==> src/rtl/adcp_pkg.sv <==
package adcp_pkg;

  typedef enum logic [2:0] {
    ST_IDLE,
    ST_CONV,
    ST_BRD_LO,
    ST_BRD_HI,
    ST_SRD_LO,
    ST_SRD_HI,
    ST_WR_LO,
    ST_WR_HI
  } adcp_state_e;

  function automatic int unsigned ph_bits(input int unsigned a, input int unsigned b);
    int unsigned m;
    m = (a > b) ? a : b;
    return (m < 2) ? 1 : $clog2(m);
  endfunction

endpackage

==> src/rtl/adcp_conv_timer.sv <==
module adcp_conv_timer #(
  parameter int RATE_W = 32
) (
  input  logic              clk,
  input  logic              rst,
  input  logic              run,
  input  logic              en,
  input  logic [RATE_W-1:0] rate,
  output logic              tick
);

  logic [RATE_W-1:0] cnt_q;
  logic [RATE_W-1:0] last;
  logic              at_end;

  assign last   = rate - RATE_W'(1);
  assign at_end = (cnt_q >= last);
  assign tick   = run && en && at_end;

  always_ff @(posedge clk) begin
    if (rst || !run || !en) begin
      cnt_q <= '0;
    end else if (at_end) begin
      cnt_q <= '0;
    end else begin
      cnt_q <= cnt_q + RATE_W'(1);
    end
  end


  no_tick_when_off_chk: assert property (@(posedge clk) disable iff (rst)
    !en |-> !tick);

endmodule

==> src/rtl/adcp_sw_req.sv <==
module adcp_sw_req #(
  parameter int DATA_W = 16
) (
  input  logic              clk,
  input  logic              rst,
  input  logic              run,
  input  logic              wr_req,
  input  logic [DATA_W-1:0] wr_data,
  input  logic              rd_req,
  input  logic              wr_take,
  input  logic              rd_take,
  output logic              wr_pend,
  output logic              rd_pend,
  output logic [DATA_W-1:0] wr_word
);

  always_ff @(posedge clk) begin
    if (rst || !run) begin
      wr_pend <= 1'b0;
      rd_pend <= 1'b0;
      wr_word <= '0;
    end else begin
      if (wr_req) begin
        wr_pend <= 1'b1;
        wr_word <= wr_data;
      end else if (wr_take) begin
        wr_pend <= 1'b0;
      end
      if (rd_req) begin
        rd_pend <= 1'b1;
      end else if (rd_take) begin
        rd_pend <= 1'b0;
      end
    end
  end


  take_needs_pend_chk: assert property (@(posedge clk) disable iff (rst)
    (wr_take |-> wr_pend) and (rd_take |-> rd_pend));

endmodule

==> src/rtl/adcp_bus_fsm.sv <==
module adcp_bus_fsm
  import adcp_pkg::*;
#(
  parameter int DATA_W = 16,
  parameter int LEN_W  = 5,
  parameter int STB_LO = 2,
  parameter int STB_HI = 1
) (
  input  logic              clk,
  input  logic              rst,
  input  logic              run,
  input  logic              tick,
  input  logic              wr_pend,
  input  logic              rd_pend,
  input  logic [DATA_W-1:0] wr_word,
  input  logic [LEN_W-1:0]  burst_len,
  input  logic              busy,
  input  logic [DATA_W-1:0] bus_i,
  output logic              wr_take,
  output logic              rd_take,
  output logic              cnv_start,
  output logic              rd_n,
  output logic              wr_n,
  output logic              bus_t,
  output logic [DATA_W-1:0] bus_o,
  output logic              st_valid,
  output logic [DATA_W-1:0] st_data,
  output logic              st_sync,
  output logic [DATA_W-1:0] sw_rd_data
);

  localparam int PH_W = ph_bits(STB_LO, STB_HI);
  localparam logic [PH_W-1:0] LO_LAST = PH_W'(STB_LO - 1);
  localparam logic [PH_W-1:0] HI_LAST = PH_W'(STB_HI - 1);

  adcp_state_e      st_q;
  logic [PH_W-1:0]  ph_q;
  logic [LEN_W-1:0] word_q;
  logic [LEN_W-1:0] len_q;
  logic             busy_q;
  logic             idle;
  logic             busy_fall;
  logic             lo_done;
  logic             hi_done;

  assign idle      = (st_q == ST_IDLE);
  assign busy_fall = busy_q && !busy;
  assign lo_done   = (ph_q == LO_LAST);
  assign hi_done   = (ph_q == HI_LAST);
  assign wr_take   = run && idle && !tick && wr_pend;
  assign rd_take   = run && idle && !tick && !wr_pend && rd_pend;

  always_ff @(posedge clk) begin
    if (rst || !run) begin
      st_q       <= ST_IDLE;
      ph_q       <= '0;
      word_q     <= '0;
      len_q      <= '0;
      busy_q     <= 1'b0;
      cnv_start  <= 1'b0;
      rd_n       <= 1'b1;
      wr_n       <= 1'b1;
      bus_t      <= 1'b1;
      bus_o      <= '0;
      st_valid   <= 1'b0;
      st_sync    <= 1'b0;
      st_data    <= '0;
      sw_rd_data <= '0;
    end else begin
      busy_q    <= busy;
      cnv_start <= 1'b0;
      st_valid  <= 1'b0;
      st_sync   <= 1'b0;
      unique case (st_q)
        ST_IDLE: begin
          ph_q <= '0;
          if (tick) begin
            cnv_start <= 1'b1;
            st_q      <= ST_CONV;
          end else if (wr_pend) begin
            wr_n  <= 1'b0;
            bus_t <= 1'b0;
            bus_o <= wr_word;
            st_q  <= ST_WR_LO;
          end else if (rd_pend) begin
            rd_n <= 1'b0;
            st_q <= ST_SRD_LO;
          end
        end
        ST_CONV: begin
          if (busy_fall) begin
            rd_n   <= 1'b0;
            ph_q   <= '0;
            word_q <= '0;
            len_q  <= burst_len;
            st_q   <= ST_BRD_LO;
          end
        end
        ST_BRD_LO: begin
          if (lo_done) begin
            rd_n     <= 1'b1;
            ph_q     <= '0;
            st_valid <= 1'b1;
            st_data  <= bus_i;
            st_sync  <= (word_q == '0);
            st_q     <= ST_BRD_HI;
          end else begin
            ph_q <= ph_q + PH_W'(1);
          end
        end
        ST_BRD_HI: begin
          if (hi_done) begin
            ph_q <= '0;
            if (word_q == len_q) begin
              st_q <= ST_IDLE;
            end else begin
              word_q <= word_q + LEN_W'(1);
              rd_n   <= 1'b0;
              st_q   <= ST_BRD_LO;
            end
          end else begin
            ph_q <= ph_q + PH_W'(1);
          end
        end
        ST_SRD_LO: begin
          if (lo_done) begin
            rd_n       <= 1'b1;
            ph_q       <= '0;
            sw_rd_data <= bus_i;
            st_q       <= ST_SRD_HI;
          end else begin
            ph_q <= ph_q + PH_W'(1);
          end
        end
        ST_SRD_HI: begin
          if (hi_done) begin
            ph_q <= '0;
            st_q <= ST_IDLE;
          end else begin
            ph_q <= ph_q + PH_W'(1);
          end
        end
        ST_WR_LO: begin
          if (lo_done) begin
            wr_n <= 1'b1;
            ph_q <= '0;
            st_q <= ST_WR_HI;
          end else begin
            ph_q <= ph_q + PH_W'(1);
          end
        end
        ST_WR_HI: begin
          if (hi_done) begin
            bus_t <= 1'b1;
            ph_q  <= '0;
            st_q  <= ST_IDLE;
          end else begin
            ph_q <= ph_q + PH_W'(1);
          end
        end
        default: st_q <= ST_IDLE;
      endcase
    end
  end


  idle_when_stopped_chk: assert property (@(posedge clk) disable iff (rst)
    !run |=> (rd_n && wr_n && bus_t && !st_valid && !cnv_start));


  cnv_one_cycle_chk: assert property (@(posedge clk) disable iff (rst || !run)
    cnv_start |=> !cnv_start);


  rd_low_two_chk: assert property (@(posedge clk) disable iff (rst || !run)
    $fell(rd_n) |=> !rd_n);


  wr_low_two_chk: assert property (@(posedge clk) disable iff (rst || !run)
    $fell(wr_n) |=> !wr_n);


  valid_on_rise_chk: assert property (@(posedge clk) disable iff (rst || !run)
    st_valid |-> (rd_n && $past(!rd_n)));


  sync_with_valid_chk: assert property (@(posedge clk) disable iff (rst || !run)
    st_sync |-> st_valid);


  drive_while_write_chk: assert property (@(posedge clk) disable iff (rst || !run)
    !wr_n |-> !bus_t);


  strobes_exclusive_chk: assert property (@(posedge clk) disable iff (rst)
    !(!rd_n && !wr_n));

endmodule

==> src/rtl/adcp_burst_ctrl.sv <==
module adcp_burst_ctrl #(
  parameter int DATA_W = 16,
  parameter int LEN_W  = 5,
  parameter int RATE_W = 32,
  parameter int STB_LO = 2,
  parameter int STB_HI = 1
) (
  input  logic              clk,
  input  logic              rst,
  input  logic              ctl_run,
  input  logic              ctl_conv_en,
  input  logic [RATE_W-1:0] ctl_rate,
  input  logic [LEN_W-1:0]  ctl_burst_len,
  input  logic              sw_wr_req,
  input  logic [DATA_W-1:0] sw_wr_data,
  input  logic              sw_rd_req,
  output logic [DATA_W-1:0] sw_rd_data,
  output logic              cnv_start,
  input  logic              adc_busy,
  input  logic [DATA_W-1:0] bus_i,
  output logic [DATA_W-1:0] bus_o,
  output logic              bus_t,
  output logic              rd_n,
  output logic              wr_n,
  output logic              st_valid,
  output logic [DATA_W-1:0] st_data,
  output logic              st_sync
);

  logic              tick;
  logic              wr_pend;
  logic              rd_pend;
  logic              wr_take;
  logic              rd_take;
  logic [DATA_W-1:0] wr_word;

  adcp_conv_timer #(.RATE_W(RATE_W)) u_timer (
    .clk  (clk),
    .rst  (rst),
    .run  (ctl_run),
    .en   (ctl_conv_en),
    .rate (ctl_rate),
    .tick (tick)
  );

  adcp_sw_req #(.DATA_W(DATA_W)) u_req (
    .clk     (clk),
    .rst     (rst),
    .run     (ctl_run),
    .wr_req  (sw_wr_req),
    .wr_data (sw_wr_data),
    .rd_req  (sw_rd_req),
    .wr_take (wr_take),
    .rd_take (rd_take),
    .wr_pend (wr_pend),
    .rd_pend (rd_pend),
    .wr_word (wr_word)
  );

  adcp_bus_fsm #(
    .DATA_W (DATA_W),
    .LEN_W  (LEN_W),
    .STB_LO (STB_LO),
    .STB_HI (STB_HI)
  ) u_fsm (
    .clk        (clk),
    .rst        (rst),
    .run        (ctl_run),
    .tick       (tick),
    .wr_pend    (wr_pend),
    .rd_pend    (rd_pend),
    .wr_word    (wr_word),
    .burst_len  (ctl_burst_len),
    .busy       (adc_busy),
    .bus_i      (bus_i),
    .wr_take    (wr_take),
    .rd_take    (rd_take),
    .cnv_start  (cnv_start),
    .rd_n       (rd_n),
    .wr_n       (wr_n),
    .bus_t      (bus_t),
    .bus_o      (bus_o),
    .st_valid   (st_valid),
    .st_data    (st_data),
    .st_sync    (st_sync),
    .sw_rd_data (sw_rd_data)
  );

endmodule

==> config.mk <==
export PLATFORM = sky130hd
export DESIGN_NAME = adcp_burst_ctrl
export DESIGN_NICKNAME = d
export VERILOG_FILES = /design/src/rtl/adcp_pkg.sv /design/src/rtl/adcp_conv_timer.sv /design/src/rtl/adcp_sw_req.sv /design/src/rtl/adcp_bus_fsm.sv /design/src/rtl/adcp_burst_ctrl.sv
export SDC_FILE = /design/constraint.sdc
export NUM_CORES = 1
export LEC_CHECK = 0
export ABC_CLOCK_PERIOD_IN_PS = 5000
export BUFFER_PORTS_ARGS = -buffer_cell sky130_fd_sc_hd__clkbuf_2
export CAP_MARGIN = 20
export CORE_MARGIN = 8
export CORE_UTILIZATION = 55
export CTS_BUF_LIST = sky130_fd_sc_hd__clkbuf_8 sky130_fd_sc_hd__clkbuf_16
export DETAILED_ROUTE_END_ITERATION = 10
export GPL_TIMING_DRIVEN = 0
export PLACE_DENSITY = 0.81
export RECOVER_POWER = 100
export SETUP_SLACK_MARGIN = 0.2
export SYNTH_ARGS = -nofsm -noshare
export SYNTH_HDL_FRONTEND = slang
export SYNTH_SLANG_ARGS = --single-unit
==> constraint.sdc <==
create_clock -name clk -period 5 [get_ports clk]
set_clock_uncertainty 0.15 [all_clocks]
set_input_delay 0.5 -clock clk [delete_from_list [all_inputs] [get_ports clk]]
set_output_delay 0.5 -clock clk [all_outputs]
set_load 0.01 [all_outputs]
==> After elaboration in Yosys (flattened, before gate mapping) <==
Cells that the tools add are included.
{ "op_classes": {"n_addsub": 4, "magnitude_cmp": 1, "n_eq_ne": 22, "muxes": 37, "bitwise": 4, "reduce_logical": 40} }
{ "op_table": {"columns": ["op", "n"], "rows": [
  ["adder 32 x 1 -> 32 bit (second input constant)", 1],
  [">= comparator 32 bit", 1],
  ["subtractor 32 x 1 -> 32 bit (second input constant)", 1],
  ["two-way mux 3 bit", 9],
  ["one-hot mux 3 bit (7 select lines)", 1],
  ["two-way mux 1 bit", 18],
  ["inequality test 2 bit (second input constant)", 8],
  ["two-way mux 5 bit", 3],
  ["equality test 3 bit (second input constant)", 4],
  ["AND reduction 4 bit", 3],
  ["inequality test 2 x 1 -> 1 bit (second input constant)", 5],
  ["one-hot mux 5 bit (2 select lines)", 1],
  ["nonzero test 2 bit", 5],
  ["OR reduction 2 bit", 5],
  ["OR reduction 3 bit", 3],
  ["logical AND 1 bit", 8],
  ["one-hot mux 1 bit (4 select lines)", 2],
  ["AND reduction 8 bit", 1],
  ["AND reduction 7 bit", 1],
  ["equality test 3 x 2 -> 1 bit (second input constant)", 2],
  ["AND reduction 2 bit", 3],
  ["adder 5 x 1 -> 5 bit (second input constant)", 1],
  ["equality test 5 bit", 1],
  ["zero test 1 bit", 5],
  ["other kinds (11)", 16]
]} }
{ "word_totals": {"ff_bits": 119, "inputBits": 76, "out_inout_bits": 54, "elab_cells": 126} }

==> Longest topological paths before layout <==
Gate-level depths: netlist (run 1).
{ "logic_depth": {"depth_word": 9, "mapped_depth": 17, "ltp_nobuf": 15} }

==> Cells and area by module <==
Synthesis (run 1) repeated with hierarchy kept, for this count alone.
{ "unflattened": {"cells_unflattened": 739, "area_unflattened_um2": 6094.6} }
{ "modules_own_cells": {"columns": ["module", "instances", "cells_per_inst", "area_per_inst_um2", "seq_area_each_um2"], "rows": [
  ["adcp_bus_fsm", 1, 347, 2776.4, 1381.3],
  ["adcp_conv_timer", 1, 331, 2653.8, 640.6],
  ["adcp_sw_req", 1, 61, 664.4, 360.3]
]} }

==> Worst setup path before layout (run 1) <==
Ideal clock, no wire load.
{ "synth_timing": {"kind": "input -> register", "startpoint": "in ctl_rate[11]", "endpoint": "reg u_fsm.wr_n", "setup_ns": 0.145, "arrival_time_ns": 4.183, "required_ns": 4.705, "path_slack_ns": 0.522, "cell_stages": 14, "path_buffers": 2, "cell_sequence": "or4_4 -> or3_4 -> or4_4 -> buf_6 -> nor3_4 -> xnor2_1 -> ha_1 -> and2_1 -> a221o_1 -> a221oi_1 -> o22ai_1 -> a211oi_2 -> clkbuf_1 -> o221ai_1"} }
{ "synth_via": {"elab_chain_cells": 5} }
{ "synth_lines": {"columns": ["element", "line", "rtl"], "rows": [
  ["start: declaration", "adcp_burst_ctrl.sv:12", "input logic [RATE_W-1:0] ctl_rate,"],
  ["subtractor 32 x 1 -> 32 bit", "adcp_conv_timer.sv:16", "assign last = rate - RATE_W'(1);"],
  [">= comparator 32 bit", "adcp_conv_timer.sv:17", "assign at_end = (cnt_q >= last);"],
  ["logical AND 1 bit", "adcp_conv_timer.sv:18", "assign tick = run && en && at_end;"],
  ["inequality test 2 bit (no source line)", null, null],
  ["AND reduction 4 bit (no source line)", null, null],
  ["end signal: assignment", "adcp_bus_fsm.sv:62", "wr_n <= 1'b1;"],
  ["end signal: assignment", "adcp_bus_fsm.sv:81", "wr_n <= 1'b0;"],
  ["end signal: assignment", "adcp_bus_fsm.sv:145", "wr_n <= 1'b1;"],
  ["end: declaration", "adcp_bus_fsm.sv:23", "output logic wr_n,"]
]} }
Every way passes these cells.
A chain may end at the register's enable or synchronous reset.

==> Worst setup path after layout (run 1) <==
{ "layout_timing": {"startpoint": "in ctl_rate[5]", "endpoint": "reg u_fsm.wr_n"} }
Same word-level chain as after synthesis.

==> results.py, run 1 <==
metrics = {
    "worst_setup_path": {
        "end_kind": "register",
        "r2r_slack_ps": 2100,
        "crit_type": "input pin to register",
        "critPathMaxFanout": 10,
        "r2r-end": "u_fsm.wr_n$_SDFFE_PP1P_",
        "max_stage_delay_ps": 540,
        "critPathSlowestCell": "or4_1",
        "r2r_cells": 9,
        "arrival_ps": 4820,
        "cp_data_required_time_ps": 5210,
        "crit_chain": "clkbuf_2 -> nor4_4 -> nand3_1 -> or3_1 -> or4_1 -> buf_6 -> nor3_4 -> xnor2_1 -> ha_1 -> and2_0 -> a221o_1 -> a221oi_1 -> o22ai_1 -> a211oi_4 -> buf_4 -> clkbuf_2 -> o221ai_1",
        "path_common_cell": "clkbuf_2",
        "timing.rr.start": "u_timer.cnt_q[25]$_SDFF_PP0_",
        "startpoint_type": "input pin",
    },
    "outcome": {
        "outcome": "finished, final reports clean",
    },
    "yosys": {
        "synth.distinct_cells": 55,
        "synth_edf_count": 0,
        "synth-seq-cells": 119,
        "syn_area_per_cell_um2": 8.22,
        "ys.flop_type": "dfxtp_1",
        "synthArstFlopShare_pct": 0,
        "syn_area_mm2": 0.00593,
        "yosys_warnings": 0,
        "syn-num-nets": 833,
        "syn_inst": 721,
        "seq_area_frac_synth_pct": 40.2,
    },
    "floorplan": {
        "pin_count": 130,
        "die_area_mm2": 0.0144,
        "die_y_um": 120,
        "die_x_um": 120,
        "rows": 38,
        "coreArea_mm2": 0.0107,
        "initial_utilization_pct": 55.4,
    },
    "timing": {
        "drv_slew": 0,
        "finalCritPeriodShare_pct": 92.3,
        "slew_headroom_pct": 40.0,
        "rsz0062_at_grt": "yes",
        "fin_crit_ps": 4610,
        "timing.fmax_mhz": 217,
        "final.setup.tns_ps": 0,
        "hold_violations": 0,
        "tightest_slew_ps": 893,
        "setup_viol_count_final": 0,
    },
    "global_routing": {
        "grt_max_degree": 17,
        "grt_pass1_vias": 5250,
        "grt-ovfl-total": 0,
        "track_usage_pct": 20.8,
        "antenna_found_initial": 0,
        "grt_pass1_wl_mm": 24.7,
    },
    "worst_hold_path": {
        "hold_path_depth": 2,
        "hold_path_class": "input pin to register",
        "min_from": "adc_busy",
        "hold_path_end": "u_fsm.busy_q$_SDFF_PP0_",
    },
    "place": {
        "placed_cells": 989,
        "gp_congestion": 0.829,
        "dpl-instance-area_mm2": 0.00675,
        "hpwlAfterDp_mm": 11.1,
        "place.port_buffers": 128,
    },
    "route": {
        "vias": 5460,
        "drt-wirelength-per-cell_um": 14.7,
        "drt-initial-drc-count": 339,
        "route.detailed.drc": 0,
        "routed_via_density": 5.34,
        "final_antenna_net_count": 0,
        "firstDrtPassIters": 5,
        "routed_wl_mm": 15.0,
    },
    "clock_network": {
        "clkLatencyLatePin_ps": 510,
        "cts_buffer_depth": 2,
        "cts_tree": "done",
        "ctsHoldBuffers": 0,
        "cts.sinks": 119,
        "numCtsBuffers": 17,
        "cts_root_buf": "clkbuf_8",
        "htree_levels": 4,
        "path_clk_slew_ps": 60,
    },
    "final_layout": {
        "layout_common_cells": "dfxtp_1, nand2_1, nor2_1",
        "diodes": 0,
        "postLayoutCellArea_mm2": 0.00727,
        "drive_gt1_share_pct": 13.3,
        "layout_commonest_cell": "dfxtp_1",
        "fin_nets": 982,
        "instances_no_fill": 1023,
        "syn_to_final_growth_pct": 22.6,
    },
    "power_and_ir_drop": {
        "leakage_uw": 0.00275,
        "ir_drop_v": 0.000192,
        "power_density_mw_per_mm2": 314,
    },
    "run": {
        "cap_violations": 0,
    },
}
worst max-delay path, delay by kind of cell:
family	cells	cell delay (ps)
xor+xnor	1	160
compound gates	5	1320
fa+ha+maj	1	270
simple gates	6	1840
buf+inv	4	720
cell families (layout without fill, tap and decap cells):
kind of cell / count (synthesis) / after routing / share of synthesized area [%]
AND/OR/NAND/NOR: 330 / 330 / 26.0
flip-flops: 119 / 119 / 40.2
AO/OA/AOI/OAI: 102 / 102 / 10.1
XOR/XNOR: 69 / 69 / 10.2
buffers and inverters: 49 / 211 / 3.23
adder cells (fa/ha/maj): 36 / 36 / 7.60
multiplexers: 16 / 16 / 2.70
synthesized netlist by cell type, types with 2 or more instances:
cell | count | area, um^2
and4_1 | 3 | 26.3
a21o_1 | 2 | 15.0
nand4_1 | 15 | 93.8
a31oi_1 | 2 | 12.5
a21oi_1 | 47 | 235
nand2b_1 | 5 | 31.3
dfxtp_1 | 119 | 2380
o21ai_1 | 21 | 105
nand3_1 | 38 | 190
o21ai_0 | 7 | 35.0
inv_1 | 14 | 52.6
mux2i_1 | 16 | 160
nor3_1 | 16 | 80.1
nor4_1 | 5 | 31.3
or2_2 | 2 | 12.5
xnor2_1 | 43 | 377
a221oi_1 | 3 | 26.3
or3_1 | 8 | 50.1
nor2b_1 | 5 | 31.3
nand2_1 | 115 | 432
a211oi_1 | 6 | 45.0
nor2_1 | 93 | 349
nand3b_1 | 2 | 15.0
xor2_1 | 26 | 228
and3_1 | 6 | 37.5
or4_4 | 2 | 22.5
clkbuf_1 | 30 | 113
or4_1 | 2 | 15.0
or2_1 | 4 | 25.0
and2_1 | 2 | 12.5
ha_1 | 36 | 450
buf_1 | 3 | 11.3
flip-flops by register name, indices dropped and copies added, names as in the netlist:
register	count
u_timer.cnt_q	32
u_fsm.bus_o	16
u_fsm.st_data	16
u_fsm.sw_rd_data	16
u_req.wr_word	16
u_fsm.len_q	5
u_fsm.word_q	5
u_fsm.st_q	3
u_fsm.bus_t	1
u_fsm.busy_q	1
u_fsm.cnv_start	1
u_fsm.lo_done	1
u_fsm.rd_n	1
u_fsm.st_sync	1
u_fsm.st_valid	1
u_fsm.wr_n	1
u_req.rd_pend	1
u_req.wr_pend	1
power breakdown:
part | switching [uW] | internal [uW]
clock network | 436 | 731
registers | 4.67 | 957
logic | 91.6 | 65.1
total | 532 | 1750
repair_timing:
item	4_1_cts	5_1_grt
hold endpoints to repair	0	0
gates resized for setup	1	7
setup endpoints to repair	9	20
pin swaps	0	1
buffers inserted	0	2
per-layer routing:
| metal | track usage, % | wire length [um] | vias to the layer above |
|---|---|---|---|
| met3 | 5.68 | 992 | 16 |
| met1 | 26.2 | 6930 | 2509 |
| met4 | 7.65 | 179 | 0 |
| li1 | - | - | 2774 |
| met2 | 33.3 | 6940 | 161 |
| met5 | 0 | 0 | - |
how the worst max path moves through the flow:
stage,start,to,slack [ps],depth (start not counted)
CTS,ctl_rate[5],u_fsm.wr_n$_SDFFE_PP1P_,220,16
detailed placement,ctl_rate[5],u_fsm.wr_n$_SDFFE_PP1P_,-340,16
global route,ctl_rate[5],u_fsm.wr_n$_SDFFE_PP1P_,100,17
finish,ctl_rate[5],u_fsm.wr_n$_SDFFE_PP1P_,390,17
floorplan,ctl_rate[11],u_fsm.wr_n$_SDFFE_PP1P_,520,14
global placement,ctl_rate[5],u_fsm.wr_n$_SDFFE_PP1P_,-350,16
through the flow:
step / power (uW) / util, % / hold slack [ps] / setup WS [ps]
5_1_grt: 2360 / 68.0 / 64.4 / 99.6
3_5_place_dp: 1140 / 63.1 / 292 / -342
3_3_place_gp: 1130 / 63.1 / 288 / -346
2_1_floorplan: 1070 / - / 286 / 522
6_report: 2290 / 68.0 / 68.3 / 387
4_1_cts: 2300 / 68.5 / 51.4 / 218
cell type report:
class,instances,area [um^2]
inverter,15,56.3
clock inverter,13,130
fill,919,3430
tap,140,175
clock buffer,19,442
sequential,119,2380
multi-input combinational,553,3360
timing repair buffer,130,587
buffer,34,139
(Power assumes the default switching activity.)
==> run 2: changes to the inputs <==
==> constraint.sdc (replaced) <==
create_clock -name clk -period 5 [get_ports clk]
set_clock_uncertainty 0.15 [all_clocks]
set_input_delay 0 -clock clk [delete_from_list [all_inputs] [get_ports clk]]
set_output_delay 0 -clock clk [all_outputs]
set_load 0.01 [all_outputs]
==> run 2 against run 1 <==
  * Worst setup slack improved by 200 ps
  * Sequential power about the same
  * Core utilization increased by 4.6 points
  * Critical path depth decreased by 1
  * First-iteration DRC count increased by 14%
  * Largest cell class unchanged
==> results.py, run 2 (synthesis gave the netlist of run 1 again) <==
metrics = {
    "final_layout": {
        "seqCellArea_mm2": 0.00238,
        "largest_reg_flops": 32,
        "multi_input_area_mm2": 0.00335,
        "fin_nets": 1032,
        "instances_no_fill": 1073,
        "regMostFlops": "u_timer.cnt_q",
        "nFillCells": 867,
        "layout_commonest_cell": "dfxtp_1",
        "drive_gt1_share_pct": 11.8,
        "postLayoutCellArea_mm2": 0.00776,
        "diodes": 0,
        "syn_to_final_growth_pct": 30.9,
        "layout_common_cells": "dfxtp_1, nand2_1, nor2_1",
    },
    "clock_network": {
        "cts_root_buf": "clkbuf_8",
        "numCtsBuffers": 17,
        "path_clk_slew_ps": 60,
        "clkLatencyLatePin_ps": 500,
        "cts_setup_buffers": 0,
        "htree_levels": 4,
        "cts_tree": "done",
        "cts.repair.resized": 0,
        "cts_buffer_depth": 2,
        "cts.sinks": 119,
    },
    "worst_setup_path": {
        "cp_data_required_time_ps": 5200,
        "arrival_ps": 4620,
        "crit_type": "input pin to register",
        "crit_chain": "clkbuf_1 -> nor4_4 -> nand3_1 -> or3_1 -> or4_1 -> buf_6 -> nor3_4 -> xnor2_1 -> ha_1 -> and2_0 -> a221o_1 -> a221oi_1 -> o22ai_1 -> a211oi_2 -> clkbuf_1 -> o221ai_1",
        "r2r-end": "u_fsm.wr_n$_SDFFE_PP1P_",
        "end_kind": "register",
        "path_delay_family": "simple AND/OR/NAND/NOR gates",
        "critPathMaxFanout": 10,
        "timing.rr.start": "u_timer.cnt_q[25]$_SDFF_PP0_",
        "cp.buffers_inverters": 3,
        "path_common_cell": "clkbuf_1",
        "critPathSlowestCell": "or4_1",
        "r2r_cells": 8,
        "r2r_slack_ps": 1810,
        "startpoint_type": "input pin",
        "max_stage_delay_ps": 540,
    },
    "outcome": {
        "outcome": "finished, final reports clean",
    },
    "global_routing": {
        "grt_pass1_vias": 5664,
        "grt-ovfl-total": 0,
        "antenna_found_initial": 0,
        "grt_pass1_wl_mm": 26.7,
        "track_usage_pct": 22.5,
        "grt_max_degree": 17,
    },
    "place": {
        "dpl-instance-area_mm2": 0.00675,
        "hpwlAfterDp_mm": 11.1,
        "gp_congestion": 0.829,
        "placed_cells": 989,
        "place.port_buffers": 128,
    },
    "power_and_ir_drop": {
        "leakage_uw": 0.00293,
        "ir_drop_v": 0.000194,
        "power_density_mw_per_mm2": 299,
    },
    "route": {
        "drt-wirelength-per-cell_um": 15.0,
        "routed_via_density": 5.36,
        "route.detailed.drc": 0,
        "drt-initial-drc-count": 386,
        "firstDrtPassIters": 5,
        "vias": 5751,
        "final_antenna_net_count": 0,
        "routed_wl_mm": 16.1,
    },
    "floorplan": {
        "die_y_um": 120,
        "initial_utilization_pct": 55.4,
        "die_x_um": 120,
        "die_area_mm2": 0.0144,
        "rows": 38,
        "coreArea_mm2": 0.0107,
        "pin_count": 130,
    },
    "timing": {
        "setup_viol_count_final": 0,
        "fin_crit_ps": 4420,
        "timing.fmax_mhz": 226,
        "rsz0062_at_grt": "no",
        "drv_slew": 0,
        "tightest_slew_ps": 895,
        "whs_ps": 130,
        "hold_violations": 0,
        "final.setup.tns_ps": 0,
        "finalCritPeriodShare_pct": 88.3,
        "slew_headroom_pct": 39.9,
    },
    "run": {
        "cap_violations": 0,
    },
    "worst_hold_path": {
        "hold_path_class": "input pin to register",
        "min_from": "sw_wr_data[10]",
        "hold_path_end": "u_req.wr_word[10]$_SDFFE_PP0P_",
        "hold_path_depth": 4,
    },
}
-- run 2: changes by cell type in the layout (fill, tap and decap cells not counted), sizes merged --
cell / change
buf: -2
dlygate4sd3: +52
-- run 2: metal layers --
layer	vias to the layer above	global-route usage, %	routed length [um]
met3	27	5.54	983
met5	-	0	0
met1	2661	27.1	7120
met2	193	38.2	7780
li1	2870	-	-
met4	0	7.81	249
-- run 2: how the worst max path moves through the flow --
stage	start	end	slack [ps]	depth (start not counted)
after floorplan	ctl_rate[11]	u_fsm.wr_n$_SDFFE_PP1P_	1020	14
after global placement	ctl_rate[5]	u_fsm.wr_n$_SDFFE_PP1P_	150	16
after detailed placement	ctl_rate[5]	u_fsm.wr_n$_SDFFE_PP1P_	160	16
after CTS	ctl_rate[5]	u_fsm.wr_n$_SDFFE_PP1P_	600	16
after global routing	ctl_rate[5]	u_fsm.wr_n$_SDFFE_PP1P_	250	16
final	ctl_rate[5]	u_fsm.wr_n$_SDFFE_PP1P_	580	16
-- run 2: worst reg2reg max path, cell delays in order, from the launching register on --
cell,delay (ps)
dfxtp_1,400
ha_1,270
a21o_1,160
a221o_1,320
a221oi_1,400
o22ai_1,190
a211oi_2,530
clkbuf_1,420
o221ai_1,190
-- run 2: where the power goes --
group	internal (uW)	switching [uW]	total, uW
logic	91.2	99.6	191
registers	957	4.84	962
clock network	731	439	1170
total	1780	544	2320
-- run 2: per-stage QoR --
stage	worst slack (ps)	utilization, %	power [uW]
2_1_floorplan	1020	-	1070
3_3_place_gp	154	63.1	1130
3_5_place_dp	158	63.1	1140
4_1_cts	599	73.3	2330
5_1_grt	245	72.5	2400
6_report	584	72.5	2320
-- run 2: final cells by class --
class	count	share of cell area, %
inverters	15	0.726
plain buffers	34	1.74
multi-input cells	553	43.1
well taps	140	2.26
clock buffers	19	5.69
flip-flops and latches	119	30.7
clock inverters	13	1.68
repair buffers	180	14.1
-- run 2: timing repair --
item,in CTS,in global routing
setup endpoints to repair,0,0
hold buffers,52,0
hold endpoints to repair,60,0
